<file path="src/rtl/ldst_seq.sv">
module ldst_seq #(
  parameter int W = 16
) (
  input  logic         clk,
  input  logic         rst_n,
  input  logic         start,
  input  logic [15:0]  instr,
  input  logic [W-1:0] pc_next,
  output logic         busy,
  output logic         done,
  output logic [2:0]   rf_ra_idx,
  input  logic [W-1:0] rf_ra_data,
  output logic [2:0]   rf_rb_idx,
  input  logic [W-1:0] rf_rb_data,
  output logic         rf_we,
  output logic [2:0]   rf_widx,
  output logic [W-1:0] rf_wdata,
  output logic         cc_we,
  output logic [2:0]   cc_nzp,
  output logic         mem_req,
  output logic         mem_we,
  output logic [W-1:0] mem_addr,
  output logic [W-1:0] mem_wdata,
  input  logic [W-1:0] mem_rdata
);
  localparam logic [3:0] OP_LD  = 4'b0010;
  localparam logic [3:0] OP_ST  = 4'b0011;
  localparam logic [3:0] OP_LDR = 4'b0110;
  localparam logic [3:0] OP_STR = 4'b0111;
  localparam logic [3:0] OP_LDI = 4'b1010;
  localparam logic [3:0] OP_STI = 4'b1011;
  localparam logic [3:0] OP_LEA = 4'b1110;

  typedef enum logic [2:0] {S_IDLE, S_ADDR, S_IND, S_INDW, S_MEM, S_LDW, S_WB} st_t;

  st_t         st;
  logic [15:0] ir;
  logic [W-1:0] pcn, mar, mdr;

  logic [3:0] op, start_op;
  logic       is_lea, is_ind, is_st, is_base, start_ok;
  logic [W-1:0] off9, off6, ea;

  assign op       = ir[15:12];
  assign start_op = instr[15:12];
  assign start_ok = start_op inside {OP_LD, OP_ST, OP_LDR, OP_STR, OP_LDI, OP_STI, OP_LEA};
  assign is_lea   = op == OP_LEA;
  assign is_ind   = op == OP_LDI || op == OP_STI;
  assign is_st    = op == OP_ST || op == OP_STR || op == OP_STI;
  assign is_base  = op == OP_LDR || op == OP_STR;

  assign off9 = {{(W-9){ir[8]}}, ir[8:0]};
  assign off6 = {{(W-6){ir[5]}}, ir[5:0]};
  assign ea   = is_base ? rf_ra_data + off6 : pcn + off9;

  always_ff @(posedge clk) begin
    if (!rst_n) begin
      st  <= S_IDLE;
      ir  <= '0;
      pcn <= '0;
      mar <= '0;
      mdr <= '0;
    end else begin
      case (st)
        S_IDLE: if (start && start_ok) begin
          ir  <= instr;
          pcn <= pc_next;
          st  <= S_ADDR;
        end
        S_ADDR: begin
          mar <= ea;
          if (is_lea) begin
            mdr <= ea;
            st  <= S_WB;
          end else begin
            if (is_st) mdr <= rf_rb_data;
            st <= is_ind ? S_IND : S_MEM;
          end
        end
        S_IND:  st <= S_INDW;
        S_INDW: begin
          mar <= mem_rdata;
          st  <= S_MEM;
        end
        S_MEM:  st <= is_st ? S_IDLE : S_LDW;
        S_LDW: begin
          mdr <= mem_rdata;
          st  <= S_WB;
        end
        S_WB:    st <= S_IDLE;
        default: st <= S_IDLE;
      endcase
    end
  end

  assign rf_ra_idx = ir[8:6];
  assign rf_rb_idx = ir[11:9];
  assign mem_req   = st == S_IND || st == S_MEM;
  assign mem_we    = st == S_MEM && is_st;
  assign mem_addr  = mar;
  assign mem_wdata = mdr;
  assign rf_we     = st == S_WB;
  assign rf_widx   = ir[11:9];
  assign rf_wdata  = mdr;
  assign cc_we     = rf_we;
  assign cc_nzp    = {mdr[W-1], mdr == '0, !mdr[W-1] && mdr != '0};
  assign done      = rf_we || mem_we;
  assign busy      = st != S_IDLE;

  p_done_pulse_r8: assert property (@(posedge clk) disable iff (!rst_n)
    done |=> !done);
  p_done_busy_r8: assert property (@(posedge clk) disable iff (!rst_n)
    done |-> busy);
  p_ind_addr_r5: assert property (@(posedge clk) disable iff (!rst_n)
    (st == S_MEM && $past(st) == S_INDW) |-> mem_addr == $past(mem_rdata));
  p_store_quiet_r6: assert property (@(posedge clk) disable iff (!rst_n)
    mem_we |-> (!cc_we && !rf_we));
  p_flags_r7: assert property (@(posedge clk) disable iff (!rst_n)
    cc_we |-> ($countones(cc_nzp) == 1 && cc_nzp[2] == rf_wdata[W-1] && rf_we));
  p_bad_op_r9: assert property (@(posedge clk) disable iff (!rst_n)
    (!busy && start && !start_ok) |=> !busy);
endmodule

</file>
<file path="config.mk">
export PLATFORM = sky130hd
export DESIGN_NAME = ldst_seq
export DESIGN_NICKNAME = d
export VERILOG_FILES = /design/src/rtl/ldst_seq.sv
export SDC_FILE = /design/constraint.sdc
export NUM_CORES = 1
export LEC_CHECK = 0
export BUFFER_PORTS_ARGS = -buffer_cell sky130_fd_sc_hd__buf_2
export CAP_MARGIN = 20
export CORE_MARGIN = 8
export CORE_UTILIZATION = 35
export CTS_BUF_LIST = sky130_fd_sc_hd__clkbuf_4 sky130_fd_sc_hd__clkbuf_8 sky130_fd_sc_hd__clkbuf_16
export DETAILED_ROUTE_END_ITERATION = 8
export PLACE_DENSITY = 0.65
export SLEW_MARGIN = 20
export SYNTH_ARGS = -nofsm -noshare
export SYNTH_HDL_FRONTEND = slang
export SYNTH_SLANG_ARGS = --single-unit
</file>
<file path="constraint.sdc">
create_clock -name clk -period 3.9 [get_ports clk]
set_input_delay 0.585 -clock clk [delete_from_list [all_inputs] [get_ports clk]]
set_output_delay 0.585 -clock clk [all_outputs]
set_load 0.1 [all_outputs]
</file>
# Word level (Yosys, flattened, before mapping)

Cells that the tools add are included.
Widths: inputs -> output; s select.

Equality and inequality tests: 21
Mux-type cells: 10
Add/sub/neg operators: 2
Reduce and logical (&&, ||, !) cells: 19

Operators by type and width:

| operator           | count |
|---|---|
| $pmux 16 s2        | 2 |
| $mux 16            | 3 |
| $add 16x16->16     | 2 |
| $eq 4x4->1 const B | 6 |
| $pmux 3 s6         | 1 |
| $eq 4x3->1 const B | 4 |
| $logic_not 16->1   | 1 |
| $reduce_bool 16->1 | 1 |
| $eq 4x2->1 const B | 3 |
| $mux 3             | 4 |
| $eq 3x3->1 const B | 3 |
| $reduce_bool 7->1  | 1 |
| $eq 3x2->1 const B | 2 |
| $logic_or 1x1->1   | 6 |
| $reduce_and 2->1   | 2 |
| $reduce_bool 2->1  | 2 |
| $eq 3x1->1 const B | 1 |
| $logic_and 1x1->1  | 3 |
| $logic_not 3->1    | 1 |
| $ne 3x3->1 const B | 1 |
| $reduce_bool 3->1  | 1 |
| $ne 2x2->1 const B | 1 |
| $logic_not 1->1    | 1 |

Bits of input ports: 83
Logic and storage cells: 57
Flip-flop bits (word level): 67
Output and inout bits: 66

# Depth between registers and ports, before layout

Word-level depth: 6
Depth in mapped cells: 9
Mapped depth without buffers: 9

# Least setup slack after synthesis

Ideal clock, no wire load.

Path kind: reg-to-output
Start: register st[2]
End: output done
Buffers on the path: 2
Path slack: -1.409 ns
Stages on the path, launching flop included: 6
Data required time: 3.315 ns
Arrival: 4.724 ns
Cells stage by stage: dfxtp_1 clkbuf_1 inv_1 clkbuf_1 nor4b_1 or2_2

Cells in the longest elaborated chain, start to end: 3
Elaborated cells on any way between the ends: 4
Classes of those cells: 2 x eq/ne; 2 x reduce/logical

RTL lines:

| item                   | RTL line | source |
|---|---|---|
| from (decl)            | 36       | `st_t st;` |
| from (signal assigned) | 77       | `st <= is_ind ? S_IND : S_MEM;` |
| from (signal assigned) | 85       | `S_MEM: st <= is_st ? S_IDLE : S_LDW;` |
| $eq 3x3->1             | 99       | `assign mem_we = st == S_MEM && is_st;` |
| $logic_and 1x1->1      | 99       |  |
| net mem_we             | 21       | `output logic mem_we,` |
| $logic_or 1x1->1       | 107      | `assign done = rf_we \|\| mem_we;` |
| to (decl)              | 10       | `output logic done,` |

The timed path passes the listed nets, and every way through them passes these cells.

# Worst setup path after layout

Start: register st[2]
End: output done

Cells in the longest elaborated chain, start to end: 3
Elaborated cells on any way between the ends: 4
Classes of those cells: 2 x eq/ne; 2 x reduce/logical

RTL lines:

| item               | RTL line |
|---|---|
| $eq 3x3->1         | 99 |
| $logic_and 1x1->1  | 99 |
| $logic_or 1x1->1 * | 107 |

Mark *: on every way between the ends. The rest lies on a longest branch, timed or not.

==> impl_metrics.yaml <==
status:
  status: "completed"
placement:
  globalplace.congestion: 0.8484
  hpwl_um: 11860
  port_buffers: 148
setup_path:
  crit_type: "reg -> out"
  start_kind: "register"
  worstSetupEndpointType: "output pin"
  cp_slowest_cell: "dfxtp_1"
  crit_family: "buffers and inverters"
  worstPathRequired_ps: 3310
  cp_max_fo: 16
  crit_chain: "inv_1 -> nor4b_2 -> or2_2 -> buf_2"
  cp.arrival_ps: 2250
  max_stage_delay_ps: 670
  critical_path.n_buffers_inverters: 2
detailed_routing:
  totalWireLength_um: 15020
  firstDrtPassIters: 5
  num_vias: 4767
  vias_per_cell: 5.256
  first_iter_violations: 350
  drcViolationCount: 0
  ant_nets: 0
  wl_per_cell_um: 16.56
synthesis:
  avgSynthCellArea_um2: 7.727
  synth_edf_count: 0
  synth_seq_cells: 67
  syn-cell-area_mm2: 0.004798
  synth_ff_type: "dfxtp_1"
  yosys_warnings: 0
  async_flop_share: 0
  synthCells: 621
  syn_nets: 736
  synth.distinct_cells: 67
  yosysSeqAreaShare: 0.2795
sta:
  rsz0062_at_grt: "false"
  finalSetupTns_ps: 0
  drv_slew: 0
  finalHoldViolCount: 0
  maxSlewHeadroom: 0.2838
  worst_slew_pin_slew_ps: 1073
  period_share: 0.7264
  fmax_mhz: 353.0
  min_period_ps: 2833
  fin_skew_ps: 7.970
  setup_violations: 0
finish:
  nFillCells: 1375
  drive_gt1_frac: 0.2476
  regArea_mm2: 0.001341
  final_cell_mix: "buf_2, nand2_1, dfxtp_1, a21oi_1"
  fin_nets: 841
  num_antenna_cells: 0
  area_growth_syn_to_layout_pct: 20.96
  final_common_cell: "buf_2"
  multiInputGateArea_mm2: 0.003093
cts:
  root_buffer: "clkbuf_16"
  htree_levels: 3
  cts-resized-gates: 0
  cts_buffers: 9
  insertion_delay_ps: 330
  postCtsHoldBufs: 0
  clockBufferDepth: 2
  post_cts_buffers: 0
  clock-sinks: 67
  path_clk_slew_ps: 60
  cts_tree: "yes"
run:
  maxCapViolCount: 0
power:
  powerDensity_mw_per_mm2: 380.1
  ir_drop_mv: 0.2149
  total_power_w: 0.002206
  leakage_nw: 2.750
min_path:
  hold_class: "reg -> reg"
floorplan:
  die_x_um: 133.1
  core_area_mm2: 0.01330
  io_pins: 149
  std_cell_rows: 42
  die_h_um: 133.1
  die_area_mm2: 0.01771
  initial_utilization: 0.3609
global_route:
  grt_max_degree: 42
  antenna_found_initial: 0
  gr-total-overflow: 0
  track_usage: 0.1682
  grt_pass1_wl_um: 24450
  grt_pass1_vias: 4710
==> flip-flops by register name, summed over array words and instances, names as in the netlist <==
| name | count |
|---|---|
| ir | 16 |
| mem_addr | 16 |
| mem_wdata | 16 |
| pcn | 16 |
| st | 3 |
==> report_power, final <==
group	leakage (nW)	switching (W)	internal, W	total, W
combinational	2.05	0.000429	0.000165	0.000594
clock	0.160	0.000291	0.000569	0.000860
sequential	0.544	0.0000359	0.000716	0.000752
total	2.75	0.000756	0.00145	0.00221
==> metrics by stage <==
step	instance area, um^2	util	worst slack (ps)	hold slack, ps	instances
2_1_floorplan	4805	-	150.7	447.2	621
3_3_place_gp	5470	0.4114	1114	455.5	890
3_5_place_dp	5470	0.4114	1127	459.5	890
4_1_cts	5789	0.4354	1059	467.9	906
5_1_grt	5804	0.4366	902.7	491.2	907
6_report	5804	0.4366	1067	464.0	907
==> path summary, 6_finish.rpt <==
check | cells after the start | start | slack [ps] | to
setup / recovery | 4 | st[2]$_SDFFE_PN0P_ | 1070 | done
hold / removal | 2 | pcn[4]$_SDFFE_PN0P_ | 460 | pcn[4]$_SDFFE_PN0P_
setup reg to reg | 7 | ir[5]$_SDFFE_PN0P_ | 1160 | mem_wdata[11]$_SDFFE_PN0P_
hold reg to reg | 2 | pcn[4]$_SDFFE_PN0P_ | 460 | pcn[4]$_SDFFE_PN0P_
==> metal layers <==
metal / GRT usage / routed length, um / vias to the layer above
met5: 0 / 0 / -
met3: 0.06018 / 1436 / 10
met2: 0.2588 / 6368 / 185
met1: 0.2195 / 7108 / 2141
li1: - / - / 2431
met4: 0.03722 / 109 / 0
==> worst reg2reg max path, stage by stage, from the launching register on <==
cell and delay [ps]:
dfxtp_1 690, ha_1 410, a2111o_1 440, o21ai_0 230
a21oi_1 190, xor2_1 170, o211ai_1 320, o21ai_0 160
==> area by class of cell <==
class | count | area share
clock inverters | 1 | 0.005174
inverters | 8 | 0.005174
well taps | 176 | 0.03794
clock buffers | 15 | 0.04980
multi-input cells | 485 | 0.5329
repair buffers | 155 | 0.1380
flip-flops and latches | 67 | 0.2311
==> synth_stat cells, drive strengths merged (5+ instances only) <==
master  number  share of area
a211oi      12          0.020
a21boi      37          0.058
a21o        15          0.024
a21oi       44          0.047
a31oi       13          0.017
buf         35          0.050
clkbuf      26          0.021
dfxtp       67           0.28
ha          30          0.078
inv          8         0.0063
mux2i        7          0.015
nand2      127          0.099
nand3       14          0.015
nor2        28          0.022
o211ai       9          0.014
o21ai       39          0.041
o21bai       5         0.0078
o221ai       5         0.0091
o31ai        5         0.0089
xnor2       10          0.018
xor2        13          0.024
==> cell families after synthesis <==
kind of cell	share of synthesized area
flip-flops	0.2795
multiplexers	0.01460
AO/OA/AOI/OAI	0.3064
XOR/XNOR	0.04198
AND/OR/NAND/NOR	0.1937
buffers and inverters	0.07718
adder cells (fa/ha/maj)	0.08657
No activity file was read; power rests on OpenSTA's default activity.
